File: src/rtl/wdt_grace_pkg.sv
package wdt_grace_pkg;

    // Unlock sequencer states
    typedef enum logic [1:0] {
        LK_IDLE = 2'd0,
        LK_KEY1 = 2'd1,
        LK_OPEN = 2'd2
    } lk_state_e;

    // Architectural control and status state of the watchdog
    typedef struct packed {
        logic       en;       // reset generation armed
        logic       iflag;    // time-out flag
        logic       cause;    // watchdog caused the last reset
        logic       rwt;      // restart bit, self-clearing
        logic       rst_req;  // one-cycle reset request
        logic [1:0] sel;      // interval select
    } wdt_ctl_t;

endpackage

File: src/rtl/wdt_unlock.sv
module wdt_unlock
    import wdt_grace_pkg::*;
#(
    parameter logic [7:0]  KEY1 = 8'hAA,
    parameter logic [7:0]  KEY2 = 8'h55,
    parameter int unsigned WIN  = 4
) (
    input  logic       clk_i,
    input  logic       rst_ni,
    input  logic       acc_we_i,
    input  logic [7:0] acc_wdata_i,
    input  logic       prot_we_i,
    input  logic       other_we_i,
    output logic       open_o
);

    localparam int unsigned WW = $clog2(WIN + 1);

    typedef struct packed {
        lk_state_e     st;
        logic [WW-1:0] win;
    } lk_t;

    lk_t lk_q, lk_d;

    always_comb begin
        lk_d = lk_q;
        if (acc_we_i) begin
            if (acc_wdata_i == KEY1) begin
                lk_d.st  = LK_KEY1;
                lk_d.win = '0;
            end else if (lk_q.st == LK_KEY1 && acc_wdata_i == KEY2) begin
                lk_d.st  = LK_OPEN;
                lk_d.win = WW'(WIN);
            end else begin
                lk_d.st  = LK_IDLE;
                lk_d.win = '0;
            end
        end else if (prot_we_i || other_we_i) begin
            // a protected write consumes the unlock, any other write aborts it
            lk_d.st  = LK_IDLE;
            lk_d.win = '0;
        end else if (lk_q.st == LK_OPEN) begin
            lk_d.win = lk_q.win - WW'(1);
            if (lk_q.win <= WW'(1)) begin
                lk_d.st = LK_IDLE;
            end
        end
    end

    always_ff @(posedge clk_i or negedge rst_ni) begin
        if (!rst_ni) begin
            lk_q <= '{st: LK_IDLE, win: '0};
        end else begin
            lk_q <= lk_d;
        end
    end

    assign open_o = (lk_q.st == LK_OPEN);

endmodule

File: src/rtl/wdt_count.sv
module wdt_count #(
    parameter int unsigned EXP0  = 12,
    parameter int unsigned EXP1  = 15,
    parameter int unsigned EXP2  = 18,
    parameter int unsigned EXP3  = 20,
    parameter int unsigned CNT_W = 20
) (
    input  logic       clk_i,
    input  logic       rst_ni,
    input  logic       clr_i,
    input  logic [1:0] sel_i,
    output logic       tmo_o
);

    localparam int unsigned NSEL = 4;
    localparam int unsigned EXPS [NSEL] = '{EXP0, EXP1, EXP2, EXP3};

    typedef struct packed {
        logic [CNT_W-1:0] cnt;
    } cnt_t;

    cnt_t             cnt_q, cnt_d;
    logic [CNT_W-1:0] lim_tab [NSEL];
    logic             tmo_raw;

    // terminal count for each select code
    for (genvar g = 0; g < NSEL; g++) begin : g_lim
        assign lim_tab[g] = CNT_W'((64'd1 << EXPS[g]) - 64'd1);
    end

    assign tmo_raw = (cnt_q.cnt >= lim_tab[sel_i]);

    always_comb begin
        cnt_d = cnt_q;
        if (clr_i) begin
            cnt_d.cnt = '0;
        end else if (tmo_raw) begin
            cnt_d.cnt = '0;
        end else begin
            cnt_d.cnt = cnt_q.cnt + CNT_W'(1);
        end
    end

    always_ff @(posedge clk_i or negedge rst_ni) begin
        if (!rst_ni) begin
            cnt_q <= '0;
        end else begin
            cnt_q <= cnt_d;
        end
    end

    // a restart on the terminal cycle suppresses the time-out
    assign tmo_o = tmo_raw && !clr_i;

endmodule

File: src/rtl/wdt_grace_tmr.sv
module wdt_grace_tmr #(
    parameter int unsigned GRACE = 512
) (
    input  logic clk_i,
    input  logic rst_ni,
    input  logic start_i,
    input  logic cancel_i,
    output logic expire_o
);

    localparam int unsigned GW = $clog2(GRACE);

    typedef struct packed {
        logic          active;
        logic [GW-1:0] cnt;
    } gr_t;

    gr_t gr_q, gr_d;

    assign expire_o = gr_q.active && (gr_q.cnt == GW'(GRACE - 1));

    always_comb begin
        gr_d = gr_q;
        if (cancel_i) begin
            gr_d.active = 1'b0;
            gr_d.cnt    = '0;
        end else if (start_i) begin
            gr_d.active = 1'b1;
            gr_d.cnt    = '0;
        end else if (expire_o) begin
            gr_d.active = 1'b0;
            gr_d.cnt    = '0;
        end else if (gr_q.active) begin
            gr_d.cnt = gr_q.cnt + GW'(1);
        end
    end

    always_ff @(posedge clk_i or negedge rst_ni) begin
        if (!rst_ni) begin
            gr_q <= '0;
        end else begin
            gr_q <= gr_d;
        end
    end

endmodule

File: src/rtl/wdt_grace.sv
module wdt_grace
    import wdt_grace_pkg::*;
#(
    parameter int unsigned EXP0  = 12,
    parameter int unsigned EXP1  = 15,
    parameter int unsigned EXP2  = 18,
    parameter int unsigned EXP3  = 20,
    parameter int unsigned GRACE = 512,
    parameter int unsigned WIN   = 4,
    parameter logic [7:0]  KEY1  = 8'hAA,
    parameter logic [7:0]  KEY2  = 8'h55
) (
    input  logic       clk_i,
    input  logic       rst_ni,
    input  logic       wd_rst_i,
    input  logic       acc_we_i,
    input  logic [7:0] acc_wdata_i,
    input  logic       en_we_i,
    input  logic       en_wdata_i,
    input  logic       iflag_we_i,
    input  logic       iflag_wdata_i,
    input  logic       restart_we_i,
    input  logic       sel_we_i,
    input  logic [1:0] sel_wdata_i,
    input  logic       cause_clr_i,
    input  logic       irq_en_i,
    output logic       irq_o,
    output logic       rst_req_o,
    output logic       en_o,
    output logic       iflag_o,
    output logic       cause_o,
    output logic       rwt_o,
    output logic [1:0] sel_o
);

    localparam int unsigned MAX01 = (EXP0 > EXP1) ? EXP0 : EXP1;
    localparam int unsigned MAX23 = (EXP2 > EXP3) ? EXP2 : EXP3;
    localparam int unsigned CNT_W = (MAX01 > MAX23) ? MAX01 : MAX23;

    wdt_ctl_t ctl_q, ctl_d;

    logic lk_open;
    logic prot_we;
    logic other_we;
    logic en_acc;
    logic iflag_acc;
    logic rst_acc;
    logic cnt_clr;
    logic tmo;
    logic expire;

    assign prot_we   = en_we_i | iflag_we_i | restart_we_i;
    assign other_we  = sel_we_i | cause_clr_i;
    assign en_acc    = en_we_i      & lk_open;
    assign iflag_acc = iflag_we_i   & lk_open;
    assign rst_acc   = restart_we_i & lk_open;
    assign cnt_clr   = rst_acc | wd_rst_i;

    wdt_unlock #(
        .KEY1 (KEY1),
        .KEY2 (KEY2),
        .WIN  (WIN)
    ) i_unlock (
        .clk_i       (clk_i),
        .rst_ni      (rst_ni),
        .acc_we_i    (acc_we_i),
        .acc_wdata_i (acc_wdata_i),
        .prot_we_i   (prot_we),
        .other_we_i  (other_we),
        .open_o      (lk_open)
    );

    wdt_count #(
        .EXP0  (EXP0),
        .EXP1  (EXP1),
        .EXP2  (EXP2),
        .EXP3  (EXP3),
        .CNT_W (CNT_W)
    ) i_count (
        .clk_i  (clk_i),
        .rst_ni (rst_ni),
        .clr_i  (cnt_clr),
        .sel_i  (ctl_q.sel),
        .tmo_o  (tmo)
    );

    wdt_grace_tmr #(
        .GRACE (GRACE)
    ) i_grace (
        .clk_i    (clk_i),
        .rst_ni   (rst_ni),
        .start_i  (tmo),
        .cancel_i (cnt_clr),
        .expire_o (expire)
    );

    always_comb begin
        ctl_d         = ctl_q;
        ctl_d.rwt     = 1'b0;
        ctl_d.rst_req = 1'b0;
        if (sel_we_i) begin
            ctl_d.sel = sel_wdata_i;
        end
        if (en_acc) begin
            ctl_d.en = en_wdata_i;
        end
        if (iflag_acc) begin
            ctl_d.iflag = iflag_wdata_i;
        end
        if (rst_acc) begin
            ctl_d.rwt = 1'b1;
        end
        if (tmo) begin
            ctl_d.iflag = 1'b1;
        end
        if (cause_clr_i) begin
            ctl_d.cause = 1'b0;
        end
        if (expire && ctl_q.en && !wd_rst_i) begin
            ctl_d.rst_req = 1'b1;
            ctl_d.cause   = 1'b1;
        end
        if (wd_rst_i) begin
            // watchdog reset restarts but keeps the arming and the cause
            ctl_d.iflag   = 1'b0;
            ctl_d.rwt     = 1'b0;
            ctl_d.rst_req = 1'b0;
            ctl_d.sel     = 2'b00;
        end
    end

    always_ff @(posedge clk_i or negedge rst_ni) begin
        if (!rst_ni) begin
            ctl_q <= '0;
        end else begin
            ctl_q <= ctl_d;
        end
    end

    assign irq_o     = ctl_q.iflag & irq_en_i;
    assign rst_req_o = ctl_q.rst_req;
    assign en_o      = ctl_q.en;
    assign iflag_o   = ctl_q.iflag;
    assign cause_o   = ctl_q.cause;
    assign rwt_o     = ctl_q.rwt;
    assign sel_o     = ctl_q.sel;

endmodule

File: config.mk
export PLATFORM = sky130hd
export DESIGN_NAME = wdt_grace
export DESIGN_NICKNAME = d
export VERILOG_FILES = /design/src/rtl/wdt_grace_pkg.sv /design/src/rtl/wdt_unlock.sv /design/src/rtl/wdt_count.sv /design/src/rtl/wdt_grace_tmr.sv /design/src/rtl/wdt_grace.sv
export SDC_FILE = /design/constraint.sdc
export NUM_CORES = 1
export LEC_CHECK = 0
export CORE_AREA = 2 2 87 89
export CTS_BUF_LIST = sky130_fd_sc_hd__clkbuf_4
export CTS_CLUSTER_SIZE = 30
export DETAILED_ROUTE_END_ITERATION = 7
export DIE_AREA = 0 0 89 91
export SYNTH_ARGS = -nofsm -noshare
export SYNTH_HDL_FRONTEND = slang
export SYNTH_HIERARCHICAL = 1
export SYNTH_SLANG_ARGS = --single-unit
File: constraint.sdc
create_clock -name clk_i -period 2.8 [get_ports clk_i]
set_clock_uncertainty 0.15 [all_clocks]
set_input_delay 0.56 -clock clk_i [delete_from_list [all_inputs] [get_ports clk_i]]
set_output_delay 0.56 -clock clk_i [all_outputs]
set_load 0.01 [all_outputs]
==> out/metrics.yaml, run 1 <==
grt_pass1_wl_mm: 8.25
crit_arrival_ps: 1650
syn_area_sq_mm: 0.00246
grt_util_met3_pct: 3.45
setup_viol: 0
layout_commonest_cell: "dfrtp_1"
max_freq_mhz: 424
final_util_pct: 40.9
io_pins: 30
clk_latency_ps: 360
synth_adder_area_share_pct: 5.08
cp-end-kind: "output port"
worst_setup_path_start_kind: "primary input"
p_leak_uw: 0.00116
met2_usage_pct: 20.0
antenna_left: 0
crit_path_cell_trace: "clkdlybuf4s50_1 -> and2_1 -> clkdlybuf4s50_1"
peakVddDrop_v: 0.000214
synthArstFlopShare_pct: 100
netlist_instances: 240
slowest_delay_ps: 520
slew_headroom_pct: 68.9
rr_worst_depth: 8
grt_antenna_before_repair: 0
synth.distinct_cells: 52
synth_top_family_by_area: "simple AND/OR/NAND/NOR gates"
holdCritStartpoint: "i_count/cnt_q[0]"
final.setup.tns_ps: 0
syn-num-nets: 272
p_int_uw: 769
grt-busiest-layer: "met2"
drive_gt1_share_pct: 15.0
area_delta_synth_final_pct: 18.5
grt_max_degree: 24
rows: 31
cap_violations: 0
yosys_warnings: 6
cp_slowest_cell: "clkdlybuf4s50_1"
hold_violations: 0
nets: 305
drt-initial-drc-count: 65
yosys_most_used_dff: "dfrtp_1"
seq_area_frac_synth_pct: 42.7
ys_ff_latch: 42
holdPathEnd: "i_count/cnt_q[0]"
worstReg2RegStart: "i_count/cnt_q[0]"
grt-ovfl-total: 0
postSynthAreaPerCell_sq_um: 10.3
hold_path.class: "reg -> reg"
worst_slew_pin_slew_ps: 467
p_comb_share_pct: 9.4
diodes: 0
fin_crit_ps: 2360
cts_buffers: 5
clk_pin_slew_ps: 130
period_share_pct: 84.2
worst_ep_required_time_ps: 2090
synthXorXnorAreaFrac_pct: 4.98
drc_errors: 0
tritoncts: "done"
powerDensity_mw_per_mm2: 359
hold_depth: 1
start_util_pct: 34.5
slew_viol_final: 0
synth_edf_count: 0
fin_total_pwr_uw: 1050
postCtsSetupBuffers: 0
vias: 1938
gp_congestion: 0.736
wl_per_cell_microns: 13.3
die_y_microns: 91
grtUsageTotal_pct: 12.8
worst_path_most_repeated_cell: "clkdlybuf4s50_1"
dieArea_sq_mm: 0.00810
port_buffers: 29
routed_wl_mm: 4.96
synthMuxAreaShare_pct: 2.64
synth_compound_area_share_pct: 12.4
p_sw_share_pct: 26.5
vias_per_cell: 5.20
power_switching_uw: 278
grt_pass1_vias: 1824
cp_max_fo: 1
fp.coreArea_sq_mm: 0.00714
crit_type: "in -> out"
cts.sinks: 42
root_buffer: "clkbuf_4"
dieWidth_microns: 89
grt_use_met1_pct: 17.1
dpl.hpwl_mm: 3.54
timing.rr.end: "i_grace/gr_q[3]"
status: "complete, no violations"
rsz0062_at_grt: "no"
synth_simple_gate_area_share_pct: 29.0
seq_power_share_pct: 60.2
clockPowerShare_pct: 30.4
final_cell_mix: "dfrtp_1, clkdlybuf4s50_1, nand2_1, nor2_1, nor3_2"
r2r_setup_slack_ps: 520
htree_levels: 2
dr.pass1.iters: 4
clockBufferDepth: 2
## repair_timing
item | in CTS | in global routing
hold buffers | 1 | 0
gates resized for setup | 0 | 0
endpoints found under the setup margin | 0 | 0
hold endpoints to repair | 10 | 0
## synth_stat cells, drive strengths merged, types with 2 or more instances
library cell  number  share of area [%]
dfrtp             42                 43
nand2             18                2.7
nor2              16                2.4
nor3              15                5.7
nand3             11                2.7
ha                10                5.1
nand4             10                2.5
a21oi              9                1.8
o21ai              9                1.8
or3                9                2.5
a211oi             8                3.9
inv                8                1.2
xor2               8                2.8
buf                6                1.8
xnor2              6                2.1
and4               5                1.8
mux2i              5                2.0
nand3b             4                1.2
nor3b              4                1.4
or4                4                1.2
nor2b              3               0.76
a22o               2               0.71
a31oi              2               0.51
and2               2               0.51
nand2b             2               0.51
nand4b             2               0.71
nor4               2               0.76
o311ai             2               0.71
o31ai              2               0.61
or2                2               0.51
## routing by layer
layer / vias to the layer above / share of wire [%]
li1: 955 / -
met1: 928 / 47
met2: 51 / 46
met3: 4 / 6.1
met4: 0 / 0.93
met5: - / 0
## power by group through the flow
| stage | logic, uW | clock network [uW] | registers (uW) |
|---|---|---|---|
| 2_1_floorplan | 48.5 | 0 | 637 |
| 5_1_grt | 110 | 373 | 633 |
| 3_3_place_gp | 97.8 | 0 | 642 |
| 3_5_place_dp | 98.6 | 0 | 642 |
| 6_report | 98.5 | 318 | 630 |
| 4_1_cts | 101 | 338 | 630 |
## how the worst max path moves through the flow
stage | start | endpoint | slack [ps] | cells after the start
6_report | irq_en_i | irq_o | 440 | 3
5_1_grt | sel_o[1] | i_grace/gr_q[3] | 350 | 9
4_1_cts | irq_en_i | irq_o | 440 | 3
3_5_place_dp | irq_en_i | irq_o | 450 | 3
3_3_place_gp | irq_en_i | irq_o | 440 | 3
2_1_floorplan | sel_o[1] | i_grace/gr_q[3] | 570 | 10
## per-stage QoR
| step | cell area [sq um] | std cells | hold WS (ps) | setup WS (ps) |
|---|---|---|---|---|
| 2_1_floorplan | 2460 | 240 | 114 | 567 |
| 3_3_place_gp | 2840 | 364 | 344 | 443 |
| 3_5_place_dp | 2840 | 364 | 342 | 447 |
| 4_1_cts | 2920 | 373 | 365 | 440 |
| 5_1_grt | 2920 | 373 | 391 | 349 |
| 6_report | 2920 | 373 | 361 | 442 |
## worst max-delay path: cells and delay by family
kind / cells / cell delay, ps
simple gates: 1 / 110
buf+inv: 2 / 980
## state kept, by name, indices dropped and copies added, names as in the netlist
name / count
cause_o: 1
en_o: 1
i_count/cnt_q: 20
i_grace/gr_q: 10
i_unlock/lk_q: 5
iflag_o: 1
rst_req_o: 1
rwt_o: 1
sel_o: 2
## cell type report
class / count / area, sq um
Clock buffer: 5 / 37.5
Fill cell: 697 / 4220
Tap cell: 99 / 124
Sequential cell: 42 / 1050
Inverter: 8 / 30.0
Clock inverter: 3 / 25.0
Timing Repair Buffer: 33 / 318
Multi-Input combinational cell: 183 / 1330
## cell families after synthesis
logic type,after synthesis
XOR/XNOR,14
multiplexers,6
buffers and inverters,15
AND/OR/NAND/NOR,112
adder cells (fa/ha/maj),10
flip-flops,42
AO/OA/AOI/OAI,41
No activity file was read; power rests on OpenSTA's default activity.
==> run 2, diff against run 1 <==
- clock period: 2.8 -> 2.1 ns (I/O delays scaled with it)
==> run 2 against run 1 <==
Non-clock buffer count is 24 higher. First-iteration DRC count is 1.5% lower. Total power is 36% higher. Critical endpoint is now i_grace/gr_q[7]. Largest cell class unchanged. Highest routed layer is now met3.
==> out/metrics.yaml, run 2 (same netlist as run 1, synthesis figures left out) <==
hold_path.class: "reg -> reg"
timing.rr.end: "i_grace/gr_q[7]"
dieArea_sq_mm: 0.00810
final_cell_mix: "dfrtp_1, clkdlybuf4s50_1, buf_4, nand2_1"
fillers: 713
max_freq_mhz: 498
dr.pass1.iters: 4
nets: 329
regArea_sq_mm: 0.00105
rr_worst_depth: 8
rows: 31
crit_type: "reg -> reg"
cp_max_fo: 4
tritoncts: "done"
dp_cells: 387
worst_setup_path_start_kind: "flop"
layout_commonest_cell: "dfrtp_1"
diodes: 0
holdPathEnd: "cause_o"
slew_headroom_pct: 66.6
hold_violations: 0
reg.largest.list: "i_count/cnt_q (20), i_grace/gr_q (10), i_unlock/lk_q (5)"
vias: 2016
die_y_microns: 91
fin_area_sq_mm: 0.00321
worst_slew_pin_slew_ps: 501
fp.coreArea_sq_mm: 0.00714
holdCritStartpoint: "cause_o"
cap_violations: 0
top_register: "i_count/cnt_q"
hold_depth: 2
port_buffers: 29
p_leak_uw: 0.00132
powerDensity_mw_per_mm2: 443
drive_gt1_share_pct: 26.2
crit_arrival_ps: 2140
grtUsageTotal_pct: 14.0
worst_ep_required_time_ps: 2230
grt_pass1_vias: 2069
cts.sinks: 42
grt_antenna_before_repair: 0
cp-end-kind: "flop"
period_share_pct: 95.5
clk_pin_slew_ps: 140
rsz0062_at_grt: "yes"
slew_viol_final: 0
drt-initial-drc-count: 64
area_delta_synth_final_pct: 30.3
io_pins: 30
vias_per_cell: 5.08
clk_latency_ps: 350
r2r_setup_slack_ps: 90
worstReg2RegStart: "sel_o[1]"
setup_viol: 0
routed_wl_mm: 5.43
multi_input_area_sq_mm: 0.00141
fin_crit_ps: 2010
htree_levels: 2
clockBufferDepth: 2
dieWidth_microns: 89
finalNonFillerCells: 397
status: "complete, no violations"
dpl.hpwl_mm: 3.81
grt_max_degree: 25
gp_congestion: 0.730
grt_pass1_wl_mm: 9.21
start_util_pct: 34.5
cts_buffers: 5
wl_per_cell_microns: 13.7
antenna_left: 0
place_area_sq_mm: 0.00306
grt-ovfl-total: 0
root_buffer: "clkbuf_4"
largest_register_ffs: 20
drc_errors: 0
peakVddDrop_v: 0.000228
==> run 2: worst max-delay path by stage <==
stage | slack, ps | startpoint | endpoint
6_report | 90 | sel_o[1] | i_grace/gr_q[7]
5_1_grt | -50 | sel_o[1] | iflag_o
4_1_cts | 3 | i_count/cnt_q[14] | i_grace/gr_q[7]
3_5_place_dp | 20 | i_count/cnt_q[14] | i_grace/gr_q[7]
3_3_place_gp | 30 | irq_en_i | irq_o
2_1_floorplan | 1 | i_count/cnt_q[14] | i_grace/gr_q[3]
==> run 2: timing repair <==
action | in CTS | in global routing
buffers inserted | 0 | 1
gates resized for setup | 0 | 13
endpoints found under the setup margin | 0 | 14
hold buffers | 1 | 0
endpoints found under the hold margin | 18 | 0
==> run 2: critical path, stage by stage (launching register included) <==
cell,delay (ps)
dfrtp_1,430
inv_2,130
ha_4,220
a31o_1,240
a21oi_2,150
a21oi_2,80
or2_4,250
buf_4,150
a31oi_1,140
==> run 2: area by class of cell <==
type                            count  area share [%]
Tap cell                           99            3.86
Inverter                            8           0.936
Clock inverter                      2           0.273
Sequential cell                    42            32.8
Clock buffer                        6            1.40
Timing Repair Buffer               57            16.8
Multi-Input combinational cell    183            44.0
==> run 2: through the flow <==
stage	setup WS, ps	hold WS (ps)	setup TNS (ps)	utilization [%]	total power [uW]
2_1_floorplan	1.13	-25.6	0	-	916
4_1_cts	3.27	393	0	43.8	1440
5_1_grt	-47.8	426	-47.8	44.9	1480
3_5_place_dp	24.3	260	0	42.9	1020
6_report	93.9	390	0	44.9	1420
3_3_place_gp	28.1	265	0	42.9	1010
==> run 2: power by group <==
group	total (uW)	leakage [uW]	switching (uW)	internal (uW)
Combinational	177	0.000705	84.4	92.4
Sequential	831	0.000583	9.79	822
Clock	411	0.0000331	272	139
Total	1420	0.00132	366	1050
==> run 2: per-layer routing <==
metal,share of wire [%],global-route usage (%),vias up
met4,0,2.24,0
met5,0,0,-
li1,-,-,1002
met3,4.4,3.00,0
met2,48,22.6,36
met1,48,19.5,978
